$ cat src/rtl/scsi_regs_pkg.sv
// Shared constants and types for the SCSI command/interrupt register front end.
// Assumes a 4-bit byte address space and an 8-bit command byte.
package scsi_regs_pkg;
    localparam int CNT_BYTES = 3;
    localparam int ADDR_W    = 4;

    localparam logic [ADDR_W-1:0] A_TC0   = 4'd0;
    localparam logic [ADDR_W-1:0] A_TC1   = 4'd1;
    localparam logic [ADDR_W-1:0] A_TC2   = 4'd2;
    localparam logic [ADDR_W-1:0] A_FIFO  = 4'd3;
    localparam logic [ADDR_W-1:0] A_CMD   = 4'd4;
    localparam logic [ADDR_W-1:0] A_STAT  = 4'd5;
    localparam logic [ADDR_W-1:0] A_INTR  = 4'd6;
    localparam logic [ADDR_W-1:0] A_SEQ   = 4'd7;
    localparam logic [ADDR_W-1:0] A_FLAGS = 4'd8;
    localparam logic [ADDR_W-1:0] A_CFG1  = 4'd9;

    localparam logic [6:0] OP_NOP    = 7'h00;
    localparam logic [6:0] OP_FLUSH  = 7'h01;
    localparam logic [6:0] OP_RESET  = 7'h02;
    localparam logic [6:0] OP_BUSRST = 7'h03;
    localparam logic [6:0] OP_ICOMP  = 7'h11;
    localparam logic [6:0] OP_MSGACK = 7'h12;
    localparam logic [6:0] OP_PAD    = 7'h18;
    localparam logic [6:0] OP_SEL    = 7'h41;
    localparam logic [6:0] OP_SELA   = 7'h42;
    localparam logic [6:0] OP_SELAS  = 7'h43;
    localparam logic [6:0] OP_RSELON = 7'h44;
    localparam logic [6:0] OP_RSELOF = 7'h45;

    localparam logic [7:0] CAUSE_DONE = 8'h08;
    localparam logic [7:0] CAUSE_DISC = 8'h20;
    localparam logic [7:0] CAUSE_BRST = 8'h80;
    localparam logic [2:0] STEP_DONE  = 3'd4;
    localparam logic [2:0] PH_MSGIN   = 3'b111;
    localparam int         CFG_QUIET  = 6;
    localparam logic [7:0] CFG1_INIT  = 8'h07;

    typedef enum logic [1:0] {
        SEL_PLAIN = 2'd0,
        SEL_ATN   = 2'd1,
        SEL_STOP  = 2'd2
    } sel_kind_e;

    typedef struct packed {
        logic flush;
        logic reset;
        logic busrst;
        logic icomp;
        logic msgack;
        logic pad;
        logic sel;
        logic sela;
        logic selas;
        logic rsel;
    } cmd_dec_t;
endpackage

$ cat src/rtl/scsi_cmd_decode.sv
// Command byte decoder: splits the DMA flag from the 7-bit code and flags
// each known command. Purely combinational; an unknown code gives known=0.
module scsi_cmd_decode
    import scsi_regs_pkg::*;
(
    input  logic [7:0] code_i,
    output cmd_dec_t   dec_o,
    output logic       known_o,
    output logic       dma_o
);
    logic [6:0] op;

    // Map the code field onto one flag per command.
    always_comb begin
        op            = code_i[6:0];
        dma_o         = code_i[7];
        dec_o         = '0;
        dec_o.flush   = (op == OP_FLUSH);
        dec_o.reset   = (op == OP_RESET);
        dec_o.busrst  = (op == OP_BUSRST);
        dec_o.icomp   = (op == OP_ICOMP);
        dec_o.msgack  = (op == OP_MSGACK);
        dec_o.pad     = (op == OP_PAD);
        dec_o.sel     = (op == OP_SEL);
        dec_o.sela    = (op == OP_SELA);
        dec_o.selas   = (op == OP_SELAS);
        dec_o.rsel    = (op == OP_RSELON) || (op == OP_RSELOF);
        known_o       = (|dec_o) || (op == OP_NOP);
    end
endmodule

$ cat src/rtl/scsi_xfer_count.sv
// Transfer counter: a written load copy and a readable working copy per byte
// lane, with reload from the load copy. The top lane reads a fixed identity
// until it has been written. Assumes reload and lane writes never coincide.
module scsi_xfer_count
    import scsi_regs_pkg::*;
#(
    parameter int         LANES   = CNT_BYTES,
    parameter logic [7:0] CHIP_ID = 8'hA2,
    localparam int        LW      = (LANES > 1) ? $clog2(LANES) : 1
) (
    input  logic                  clk,
    input  logic                  rst_n,
    input  logic                  clr_i,
    input  logic                  wr_i,
    input  logic [LW-1:0]         lane_i,
    input  logic [7:0]            data_i,
    input  logic                  reload_i,
    output logic [LANES-1:0][7:0] view_o
);
    logic [LANES-1:0][7:0] load_q;
    logic [LANES-1:0][7:0] work_q;
    logic                  top_written_q;

    for (genvar g = 0; g < LANES; g++) begin : g_lane
        // Hold the load copy and the working copy for one byte lane.
        always_ff @(posedge clk) begin
            if (!rst_n || clr_i) begin
                load_q[g] <= '0;
                work_q[g] <= '0;
            end else begin
                if (wr_i && (lane_i == LW'(g))) load_q[g] <= data_i;
                if (reload_i)                   work_q[g] <= load_q[g];
            end
        end
        if (g == LANES - 1) begin : g_top
            assign view_o[g] = top_written_q ? work_q[g] : CHIP_ID;
        end else begin : g_low
            assign view_o[g] = work_q[g];
        end
    end

    // Remember whether the top lane was written since hard reset.
    always_ff @(posedge clk) begin
        if (!rst_n || clr_i)                            top_written_q <= 1'b0;
        else if (wr_i && (lane_i == LW'(LANES - 1)))    top_written_q <= 1'b1;
    end

    // a reload makes the working copy equal to the prior load copy.
    assert_reload_R3: assert property (@(posedge clk) disable iff (!rst_n)
        (reload_i && !clr_i) |=> (work_q == $past(load_q)));
endmodule

$ cat src/rtl/scsi_irq_line.sv
// Interrupt line holder: set by a raise request, cleared by a lower request
// or a hard clear. Raise wins if both arrive together (they never do here).
module scsi_irq_line (
    input  logic clk,
    input  logic rst_n,
    input  logic clr_i,
    input  logic raise_i,
    input  logic lower_i,
    output logic irq_o
);
    // Track the pending-interrupt level.
    always_ff @(posedge clk) begin
        if (!rst_n || clr_i) irq_o <= 1'b0;
        else if (raise_i)    irq_o <= 1'b1;
        else if (lower_i)    irq_o <= 1'b0;
    end

    // the line only rises after a raise request.
    assert_irq_rise_R1: assert property (@(posedge clk) disable iff (!rst_n)
        $rose(irq_o) |-> $past(raise_i));
    // the line only falls after a lower request or hard clear.
    assert_irq_fall_R1: assert property (@(posedge clk) disable iff (!rst_n)
        $fell(irq_o) |-> $past(lower_i || clr_i));
endmodule

$ cat src/rtl/scsi_cmd_regs.sv
// SCSI host adapter command/interrupt register front end. Decodes byte writes
// to the command register, keeps status, cause, sequence step, configuration
// and a FIFO fill count, and drives one level interrupt. Assumes software
// never asserts wr_en and rd_en in the same cycle; if it does, the write
// proceeds and the acknowledge side effect is skipped.
module scsi_cmd_regs
    import scsi_regs_pkg::*;
#(
    parameter int         FIFO_DEPTH = 16,
    parameter logic [7:0] CHIP_ID    = 8'hA2,
    localparam int        FCW        = $clog2(FIFO_DEPTH + 1)
) (
    input  logic              clk,
    input  logic              rst_n,
    input  logic              wr_en,
    input  logic              rd_en,
    input  logic [ADDR_W-1:0] addr,
    input  logic [7:0]        wr_data,
    output logic [7:0]        rd_data,
    output logic              irq,
    output logic              sel_start,
    output logic [1:0]        sel_mode
);
    cmd_dec_t                  dec;
    logic                      known, dma;
    logic                      cmd_go, hard_clr, ack_rd, raise, reload;
    logic [7:0]                cmd_q, cause_q, cfg1_q;
    logic                      stat_tc_q;
    logic [2:0]                phase_q, step_q;
    logic [FCW-1:0]            fifo_cnt_q;
    logic [CNT_BYTES-1:0][7:0] tc_view;

    scsi_cmd_decode u_dec (
        .code_i (wr_data),
        .dec_o  (dec),
        .known_o(known),
        .dma_o  (dma)
    );

    // Qualify the command write and derive the side-effect requests.
    always_comb begin
        cmd_go   = wr_en && (addr == A_CMD) && known;
        hard_clr = cmd_go && dec.reset;
        ack_rd   = rd_en && !wr_en && (addr == A_INTR);
        reload   = cmd_go && dma && !dec.reset;
        raise    = cmd_go && (dec.flush || dec.icomp || dec.msgack || dec.pad ||
                              (dec.busrst && !cfg1_q[CFG_QUIET]));
    end

    scsi_xfer_count #(.LANES(CNT_BYTES), .CHIP_ID(CHIP_ID)) u_cnt (
        .clk     (clk),
        .rst_n   (rst_n),
        .clr_i   (hard_clr),
        .wr_i    (wr_en && (addr <= A_TC2)),
        .lane_i  (addr[1:0]),
        .data_i  (wr_data),
        .reload_i(reload),
        .view_o  (tc_view)
    );

    scsi_irq_line u_irq (
        .clk    (clk),
        .rst_n  (rst_n),
        .clr_i  (hard_clr),
        .raise_i(raise),
        .lower_i(ack_rd),
        .irq_o  (irq)
    );

    // Update status, cause, step, config and FIFO count from writes and reads.
    always_ff @(posedge clk) begin
        if (!rst_n || hard_clr) begin
            cmd_q      <= '0;
            cause_q    <= '0;
            cfg1_q     <= CFG1_INIT;
            stat_tc_q  <= 1'b0;
            phase_q    <= '0;
            step_q     <= '0;
            fifo_cnt_q <= '0;
        end else begin
            if (wr_en && (addr == A_CFG1)) cfg1_q <= wr_data;
            if (wr_en && (addr == A_FIFO) && (fifo_cnt_q != FCW'(FIFO_DEPTH)))
                fifo_cnt_q <= fifo_cnt_q + 1'b1;
            if (cmd_go) begin
                cmd_q <= wr_data;
                if (!dma) stat_tc_q <= 1'b0;
                if (dec.flush) begin
                    fifo_cnt_q <= '0;
                    cause_q    <= CAUSE_DONE;
                    step_q     <= '0;
                end
                if (dec.busrst) cause_q <= CAUSE_BRST;
                if (dec.icomp) begin
                    cause_q <= CAUSE_DONE;
                    phase_q <= PH_MSGIN;
                end
                if (dec.msgack) begin
                    cause_q    <= CAUSE_DISC;
                    step_q     <= '0;
                    fifo_cnt_q <= '0;
                end
                if (dec.pad) begin
                    stat_tc_q <= 1'b1;
                    phase_q   <= '0;
                    cause_q   <= CAUSE_DONE;
                    step_q    <= '0;
                end
                if (dec.rsel) cause_q <= '0;
            end
            if (ack_rd) begin
                cause_q   <= '0;
                stat_tc_q <= 1'b0;
                step_q    <= STEP_DONE;
            end
        end
    end

    // Issue the one-cycle selection strobe and hold the selection kind.
    always_ff @(posedge clk) begin
        if (!rst_n || hard_clr) begin
            sel_start <= 1'b0;
            sel_mode  <= SEL_PLAIN;
        end else begin
            sel_start <= cmd_go && (dec.sel || dec.sela || dec.selas);
            if (cmd_go && dec.sel)   sel_mode <= SEL_PLAIN;
            if (cmd_go && dec.sela)  sel_mode <= SEL_ATN;
            if (cmd_go && dec.selas) sel_mode <= SEL_STOP;
        end
    end

    // Select the read byte for the current address.
    always_comb begin
        case (addr)
            A_TC0:   rd_data = tc_view[0];
            A_TC1:   rd_data = tc_view[1];
            A_TC2:   rd_data = tc_view[2];
            A_CMD:   rd_data = cmd_q;
            A_STAT:  rd_data = {irq, 2'b00, stat_tc_q, 1'b0, phase_q};
            A_INTR:  rd_data = cause_q;
            A_SEQ:   rd_data = {5'd0, step_q};
            A_FLAGS: rd_data = 8'(fifo_cnt_q);
            A_CFG1:  rd_data = cfg1_q;
            default: rd_data = 8'h00;
        endcase
    end

    // an acknowledge read leaves cause cleared, step done and line low.
    assert_ack_clear_R2: assert property (@(posedge clk) disable iff (!rst_n)
        ack_rd |=> (cause_q == 8'h00) && (step_q == STEP_DONE) && !irq && !stat_tc_q);
    // a suppressed bus reset leaves the line where it was.
    assert_quiet_busrst_R6: assert property (@(posedge clk) disable iff (!rst_n)
        (cmd_go && dec.busrst && cfg1_q[CFG_QUIET]) |=> $stable(irq));
    // the strobe only follows a command-register write.
    assert_sel_origin_R11: assert property (@(posedge clk) disable iff (!rst_n)
        sel_start |-> $past(wr_en && (addr == A_CMD)));
    // an unknown code leaves the visible registers alone.
    assert_unknown_idle_R12: assert property (@(posedge clk) disable iff (!rst_n)
        (wr_en && (addr == A_CMD) && !known) |=>
            $stable(cmd_q) && $stable(cause_q) && $stable(step_q) &&
            $stable(stat_tc_q) && $stable(irq) && $stable(tc_view));
    // the FIFO count never passes the depth.
    assert_fifo_bound_R13: assert property (@(posedge clk) disable iff (!rst_n)
        fifo_cnt_q <= FCW'(FIFO_DEPTH));
endmodule

$ cat config.mk
export PLATFORM = sky130hd
export DESIGN_NAME = scsi_cmd_regs
export DESIGN_NICKNAME = d
export VERILOG_FILES = /design/src/rtl/scsi_regs_pkg.sv /design/src/rtl/scsi_cmd_decode.sv /design/src/rtl/scsi_xfer_count.sv /design/src/rtl/scsi_irq_line.sv /design/src/rtl/scsi_cmd_regs.sv
export SDC_FILE = /design/constraint.sdc
export NUM_CORES = 1
export LEC_CHECK = 0
export BUFFER_PORTS_ARGS = -buffer_cell sky130_fd_sc_hd__clkbuf_2
export CAP_MARGIN = 10
export CORE_UTILIZATION = 41
export CTS_BUF_LIST = sky130_fd_sc_hd__clkbuf_4 sky130_fd_sc_hd__clkbuf_8
export DETAILED_ROUTE_END_ITERATION = 8
export GPL_ROUTABILITY_DRIVEN = 0
export SYNTH_ARGS = -nofsm -noshare
export SYNTH_HDL_FRONTEND = slang
export SYNTH_HIERARCHICAL = 1
export SYNTH_SLANG_ARGS = --single-unit
$ cat constraint.sdc
create_clock -name clk -period 2.7 [get_ports clk]
set_input_delay 0.54 -clock clk [delete_from_list [all_inputs] [get_ports clk]]
set_output_delay 0.54 -clock clk [all_outputs]
set_load 0.02 [all_outputs]
==> results.sh, run 1 <==
export IMPL_yosys_area_top_type_share_pct=38.2
export IMPL_crit_path_start="addr[1]"
export IMPL_crit_required_ps=2160
export IMPL_crit_cells=6
export IMPL_drt_antenna_violating_nets=0
export IMPL_grt_pass1_vias=3195
export IMPL_ff_to_ff_path_depth=5
export IMPL_initial_core_util_pct=42.7
export IMPL_regToRegSetupSlack_ps=1160
export IMPL_boundaryPins=28
export IMPL_setup_violations_final=0
export IMPL_track_usage_pct=21.2
export IMPL_post_route_cells_drive_above_1_share_pct=19.2
export IMPL_synth_top_area_cell="sky130_fd_sc_hd__dfxtp_1"
export IMPL_global_route_wire_length_before_repair_um=16900
export IMPL_postSynthCellCount=462
export IMPL_endpoint="rd_data[4]"
export IMPL_cp_max_fo=19
export IMPL_cp_data_arrival_time_ps=2000
export IMPL_insertion_delay_ps=350
export IMPL_clock_sink_count=80
export IMPL_critical_path_top_cell_by_count="sky130_fd_sc_hd__clkbuf_2"
export IMPL_numCtsBuffers=9
export IMPL_layout_area_seq_mm2=0.00160
export IMPL_critical_path_buf_inv_count=2
export IMPL_worst_clock_skew_ps=3.85
export IMPL_critical_path_slowest_cell="sky130_fd_sc_hd__mux2_2"
export IMPL_cts_post_setup_buffers_inserted=0
export IMPL_p_per_area_mw_per_mm2=494
export IMPL_drt_wl_total_um=10500
export IMPL_final_period_minus_worst_setup_slack_ps=2540
export IMPL_p_leak_nw=1.76
export IMPL_outcome="completed"
export IMPL_dpl_instance_area_mm2=0.00444
export IMPL_overflow=0
export IMPL_slew_headroom_pct=61.3
export IMPL_synth_enable_flop_cells=0
export IMPL_footprint_of_the_multi_input_gates_mm2=0.00224
export IMPL_syn_avg_cell_area_um2=9.07
export IMPL_crit_reg2reg_launch="fifo_cnt_q[0]"
export IMPL_layout_filler_cells=998
export IMPL_ys_flop_type="sky130_fd_sc_hd__dfxtp_1"
export IMPL_syn_cell_area_mm2=0.00419
export IMPL_crit_reg2reg_capture="fifo_cnt_q[1]"
export IMPL_design_final_nets=498
export IMPL_slew_worst_pin_ps=581
export IMPL_synth_area_leaders="sky130_fd_sc_hd__dfxtp_1 (38%), sky130_fd_sc_hd__mux2i_1 (15%), sky130_fd_sc_hd__nand3b_1 (6.3%)"
export IMPL_final_hold_violation_count=0
export IMPL_max_stage_delay_ps=400
export IMPL_clk_transition_reported_paths_ps=80
export IMPL_timing_final_max_slew_violations=0
export IMPL_synth_fp_nets=480
export IMPL_row_count=36
export IMPL_cts_resized=0
export IMPL_h_tree_depth=3
export IMPL_worst_path_dominant_cell_family="buffers and inverters"
export IMPL_critical_path_cell_list="clkbuf_2 > mux2_2 > a22oi_1 > o32ai_1 > a31o_2 > clkbuf_2"
export IMPL_design_die_area_mm2=0.0106
export IMPL_stdcell_count=618
export IMPL_place_detailed_instances=602
export IMPL_die_x_um=103
export IMPL_dp_hpwl_um=7470
export IMPL_synthDistinctLibCells=62
export IMPL_cap_viol_max_count=0
export IMPL_yosys_warnings=6
export IMPL_post_route_period_util_pct=94.3
export IMPL_finalInstanceArea_mm2=0.00464
export IMPL_maximum_number_of_pins_on_one_net_before_global_route_repair=36
export IMPL_holdCritPathClass="flop to flop"
export IMPL_vdd_drop_max_mv=0.242
export IMPL_post_drt_via_cell_ratio=5.35
export IMPL_synthToLayoutAreaGrowth_pct=10.8
export IMPL_synth_seq_cells=80
export IMPL_tritoncts="yes"
export IMPL_drcViolationCount=0
export IMPL_async_sr_flop_fraction_pct=0
export IMPL_critical_path_class="primary input to primary output"
export IMPL_cts_root_buf="sky130_fd_sc_hd__clkbuf_8"
export IMPL_number_of_port_buffers=27
export IMPL_n_antenna_cell=0
export IMPL_drtPass1Iterations=4
export IMPL_route_detailed_wl_per_inst_um=17.0
export IMPL_cts_hold_fix_buffers=0
export IMPL_fmax_ghz=0.393
export IMPL_setup_repair_after_global_routing_missed_its_margin="false"
export IMPL_synth_yosys_seq_area_share_pct=38.2
export IMPL_fp_coreArea_mm2=0.00982
export IMPL_worstSetupEndpointType="primary output"
export IMPL_critPathLaunchType="primary input"
export IMPL_fp_dieH_um=103
export IMPL_drt_iter0_markers=197
export IMPL_initial_antenna_violation_count=0
export IMPL_clock_tree_buffer_depth=2
export IMPL_dr_total_vias=3304
state kept, by name (all words and copies together) (netlist names), 2 cells and up:
name / count
cause_q: 3
cfg1_q: 8
cmd_q: 8
fifo_cnt_q: 5
sel_mode: 2
u_cnt/load_q: 24
u_cnt/view_o: 16
u_cnt/work_q: 8
worst reg2reg max path, cell delays in order, from the launching register on:
cell and delay, ps:
sky130_fd_sc_hd__dfxtp_1 460, sky130_fd_sc_hd__inv_1 70, sky130_fd_sc_hd__ha_1 230, sky130_fd_sc_hd__a311oi_4 370, sky130_fd_sc_hd__mux2i_1 260, sky130_fd_sc_hd__nor2_1 50
layer usage:
metal,vias up,global-route usage [%],wire (um)
li1,1644,-,-
met1,1581,28.7,5010
met2,65,34.5,4910
met3,14,2.71,371
met4,0,8.13,195
met5,-,0,0
metrics by stage:
step	util, %	power, W	hold slack (ps)	worst slack [ps]	TNS [ps]
final	47.2	0.00229	464	155	0
after global routing	47.2	0.00237	485	72.8	0
after CTS	47.2	0.00232	466	161	0
after detailed placement	45.2	0.00140	454	123	0
after global placement	45.2	0.00140	444	157	0
after floorplan	-	0.00133	430	-18.9	-390
layout by cell type (no fill, tap or decap), drive strengths merged, types with 7 or more instances in the layout:
cell and count:
buf 29, nor2b 7, a21oi 21, o21ai 8
nor2 61, nand2b 7, nand3 7, mux2i 61
dfxtp 80, nand3b 35, inv 17, nand2 26
clkbuf 36
worst min path at each step:
stage | slack [ps] | to | startpoint | depth (start not counted)
detailed placement | 450 | cfg1_q[0] | cfg1_q[0] | 1
global placement | 440 | cfg1_q[0] | cfg1_q[0] | 1
finish | 460 | cmd_q[0] | cmd_q[0] | 2
global route | 490 | cmd_q[6] | cmd_q[6] | 2
CTS | 470 | cmd_q[7] | cmd_q[7] | 2
floorplan | 430 | cfg1_q[2] | cfg1_q[2] | 1
report_power, final:
group          internal [W]  switching, W  leakage, nW
clock network      0.000439      0.000479       0.0982
registers           0.00119    0.00000517        0.645
logic             0.0000673      0.000116         1.02
total               0.00169      0.000600         1.76
Yosys cell counts (all sizes together) (3+ instances only):
| cell type | count |
|---|---|
| and2 | 5 |
| or3 | 3 |
| or2 | 4 |
| mux2 | 6 |
| nand2b | 7 |
| nor2b | 7 |
| or3b | 3 |
| nor3 | 6 |
| a31oi | 3 |
| nand3 | 7 |
| mux2i | 61 |
| nand2 | 26 |
| nand3b | 35 |
| a311oi | 3 |
| a22oi | 6 |
| o21ai | 8 |
| xnor2 | 3 |
| a211o | 3 |
| nor2 | 61 |
| o211ai | 3 |
| clkbuf | 7 |
| a21oi | 21 |
| nor3b | 4 |
| dfxtp | 80 |
| nand4b | 3 |
| buf | 42 |
| inv | 14 |
cell families after synthesis:
kind of cell,count (synthesis),synth area share (%)
AND/OR/NAND/NOR,179,23.3
flip-flops,80,38.2
adder cells (fa/ha/maj),2,0.597
buffers and inverters,63,8.51
XOR/XNOR,4,0.836
multiplexers,69,17.3
AO/OA/AOI/OAI,65,11.3
area by class of cell:
class                           instances  share of cell area, %
Timing Repair Buffer                   56                   8.14
Tap cell                              133                   3.59
Inverter                               14                   1.13
Multi-Input combinational cell        319                   48.2
Sequential cell                        80                   34.5
Clock inverter                          7                   1.70
Clock buffer                            9                   2.67
Power figures use the tool's default switching activity.
==> inputs of run 2 (changes only) <==
--- a/config.mk
+++ b/config.mk
@@ -11,6 +11,7 @@
 export CTS_BUF_LIST = sky130_fd_sc_hd__clkbuf_4 sky130_fd_sc_hd__clkbuf_8
 export DETAILED_ROUTE_END_ITERATION = 8
 export GPL_ROUTABILITY_DRIVEN = 0
+export RECOVER_POWER = 100
 export SYNTH_ARGS = -nofsm -noshare
 export SYNTH_HDL_FRONTEND = slang
 export SYNTH_HIERARCHICAL = 1
==> run 2 against run 1 <==
Compared with the run above:
- clock power barely moved
- sequential power barely moved
- register-to-register slack barely moved
- clock skew rose by 0.59 ps
- combinational power fell by 2%
- global-route usage did not move
- power fell by 0.20%
- final cell count did not move
- sequential share of layout area rose by 0.33 points
- critical path type unchanged
- highest routed layer unchanged
==> results.sh, run 2 (synthesized netlist as in run 1, its figures left out) <==
export IMPL_outcome="completed"
export IMPL_grt_pass1_vias=3195
export IMPL_global_route_wire_length_before_repair_um=16900
export IMPL_maximum_number_of_pins_on_one_net_before_global_route_repair=36
export IMPL_fmax_ghz=0.393
export IMPL_max_stage_delay_ps=400
export IMPL_cts_root_buf="sky130_fd_sc_hd__clkbuf_8"
export IMPL_design_die_area_mm2=0.0106
export IMPL_dpl_instance_area_mm2=0.00444
export IMPL_initial_antenna_violation_count=0
export IMPL_number_of_port_buffers=27
export IMPL_vdd_drop_max_mv=0.242
export IMPL_drtPass1Iterations=5
export IMPL_post_route_cells_drive_above_1_share_pct=16.1
export IMPL_met1_usage_pct=28.7
export IMPL_fp_coreArea_mm2=0.00982
export IMPL_worst_clock_skew_ps=4.44
export IMPL_tritoncts="yes"
export IMPL_startpoint_of_the_worst_hold_path="cmd_q[0]"
export IMPL_clock_tree_buffer_depth=2
export IMPL_initial_core_util_pct=42.7
export IMPL_dp_hpwl_um=7470
export IMPL_final_period_minus_worst_setup_slack_ps=2540
export IMPL_dr_total_vias=3331
export IMPL_layout_cells_most_common_list="sky130_fd_sc_hd__dfxtp_1 (80), sky130_fd_sc_hd__mux2i_1 (61), sky130_fd_sc_hd__nor2_1 (61)"
export IMPL_worstSetupEndpointType="primary output"
export IMPL_drt_iter0_markers=228
export IMPL_cp_data_arrival_time_ps=2000
export IMPL_track_usage_pct=21.2
export IMPL_setup_violations_final=0
export IMPL_post_route_period_util_pct=94.2
export IMPL_largest_register_ffs=24
export IMPL_boundaryPins=28
export IMPL_globalRoute_busiestLayer="met2"
export IMPL_cp_max_fo=19
export IMPL_route_detailed_wl_per_inst_um=16.9
export IMPL_critical_path_slowest_cell="sky130_fd_sc_hd__mux2_2"
export IMPL_crit_required_ps=2160
export IMPL_fin_total_pwr_w=0.00229
export IMPL_setup_repair_after_global_routing_missed_its_margin="false"
export IMPL_grtUsageMet3_pct=2.71
export IMPL_holdCritPathClass="flop to flop"
export IMPL_cap_viol_max_count=0
export IMPL_critical_path_cell_list="clkbuf_2 > mux2_2 > a22oi_1 > o32ai_1 > a31o_2 > clkbuf_2"
export IMPL_drt_antenna_violating_nets=0
export IMPL_overflow=0
export IMPL_post_drt_via_cell_ratio=5.39
export IMPL_row_count=36
export IMPL_critical_path_class="primary input to primary output"
export IMPL_p_per_area_mw_per_mm2=498
export IMPL_cts_post_setup_buffers_inserted=0
export IMPL_slew_worst_pin_ps=578
export IMPL_cts_hold_fix_buffers=0
export IMPL_insertion_delay_ps=350
export IMPL_place_detailed_instances=602
export IMPL_critPathLaunchType="primary input"
export IMPL_finalInstanceArea_mm2=0.00460
export IMPL_clk_transition_reported_paths_ps=80
export IMPL_final_core_util_pct=46.8
export IMPL_numCtsBuffers=9
export IMPL_final_hold_violation_count=0
export IMPL_drt_wl_total_um=10500
export IMPL_design_final_nets=498
export IMPL_stdcell_count=618
export IMPL_drcViolationCount=0
export IMPL_max_flop_register="u_cnt/load_q"
export IMPL_worst_path_dominant_cell_family="buffers and inverters"
export IMPL_fp_dieH_um=103
export IMPL_n_antenna_cell=0
export IMPL_critical_path_top_cell_by_count="sky130_fd_sc_hd__clkbuf_2"
export IMPL_die_x_um=103
export IMPL_h_tree_depth=3
export IMPL_synthToLayoutAreaGrowth_pct=9.71
export IMPL_layout_commonest_cell="sky130_fd_sc_hd__dfxtp_1"
export IMPL_cts_resized=0
export IMPL_crit_reg2reg_launch="fifo_cnt_q[0]"
export IMPL_p_leak_nw=1.72
export IMPL_slew_headroom_pct=61.4
export IMPL_global_route_usage_met2_pct=34.5
export IMPL_timing_final_max_slew_violations=0
export IMPL_clock_sink_count=80
export IMPL_critical_path_buf_inv_count=2
export IMPL_crit_path_start="addr[1]"
[run 2: changes by cell type in the layout (fill, tap and decap cells not counted), sizes merged]
cell	change
buf	-6
clkbuf	+6
[run 2: path summary, 6_finish.rpt]
path,end,slack [ps],depth (start not counted)
min reg2reg,cmd_q[0],460,2
min,cmd_q[0],460,2
max,rd_data[4],160,6
max reg2reg,fifo_cnt_q[1],1160,5
[run 2: through the flow]
| stage | hold slack, ps | setup slack, ps | setup TNS, ps |
|---|---|---|---|
| after global routing | 485 | 68.3 | 0 |
| after floorplan | 430 | -18.9 | -390 |
| final | 464 | 156 | 0 |
| after detailed placement | 454 | 123 | 0 |
| after CTS | 466 | 161 | 0 |
| after global placement | 444 | 157 | 0 |
[run 2: final cells by class]
| cell class | instances | area, um2 |
|---|---|---|
| clock buffer | 9 | 124 |
| timing repair buffer | 56 | 350 |
| sequential | 80 | 1600 |
| fill | 1008 | 5220 |
| clock inverter | 7 | 78.8 |
| multi-input combinational | 319 | 2220 |
| inverter | 14 | 52.6 |
| tap | 133 | 166 |
[run 2: power breakdown]
| part | internal, W | switching (W) |
|---|---|---|
| Clock | 0.000439 | 0.000478 |
| Sequential | 0.00119 | 0.00000510 |
| Combinational | 0.0000642 | 0.000115 |
| Total | 0.00169 | 0.000598 |
[run 2: worst register-to-register path, stage by stage, from the launching register on]
cell                       delay (ps)
sky130_fd_sc_hd__dfxtp_1          450
sky130_fd_sc_hd__inv_1             70
sky130_fd_sc_hd__ha_1             220
sky130_fd_sc_hd__a311oi_4         370
sky130_fd_sc_hd__mux2i_1          250
sky130_fd_sc_hd__nor2_1            50
[run 2: routing by layer]
metal	wire length, um	share of wire (%)
met5	0	0
met4	176	1.7
met3	442	4.2
met2	4850	46
met1	4990	48
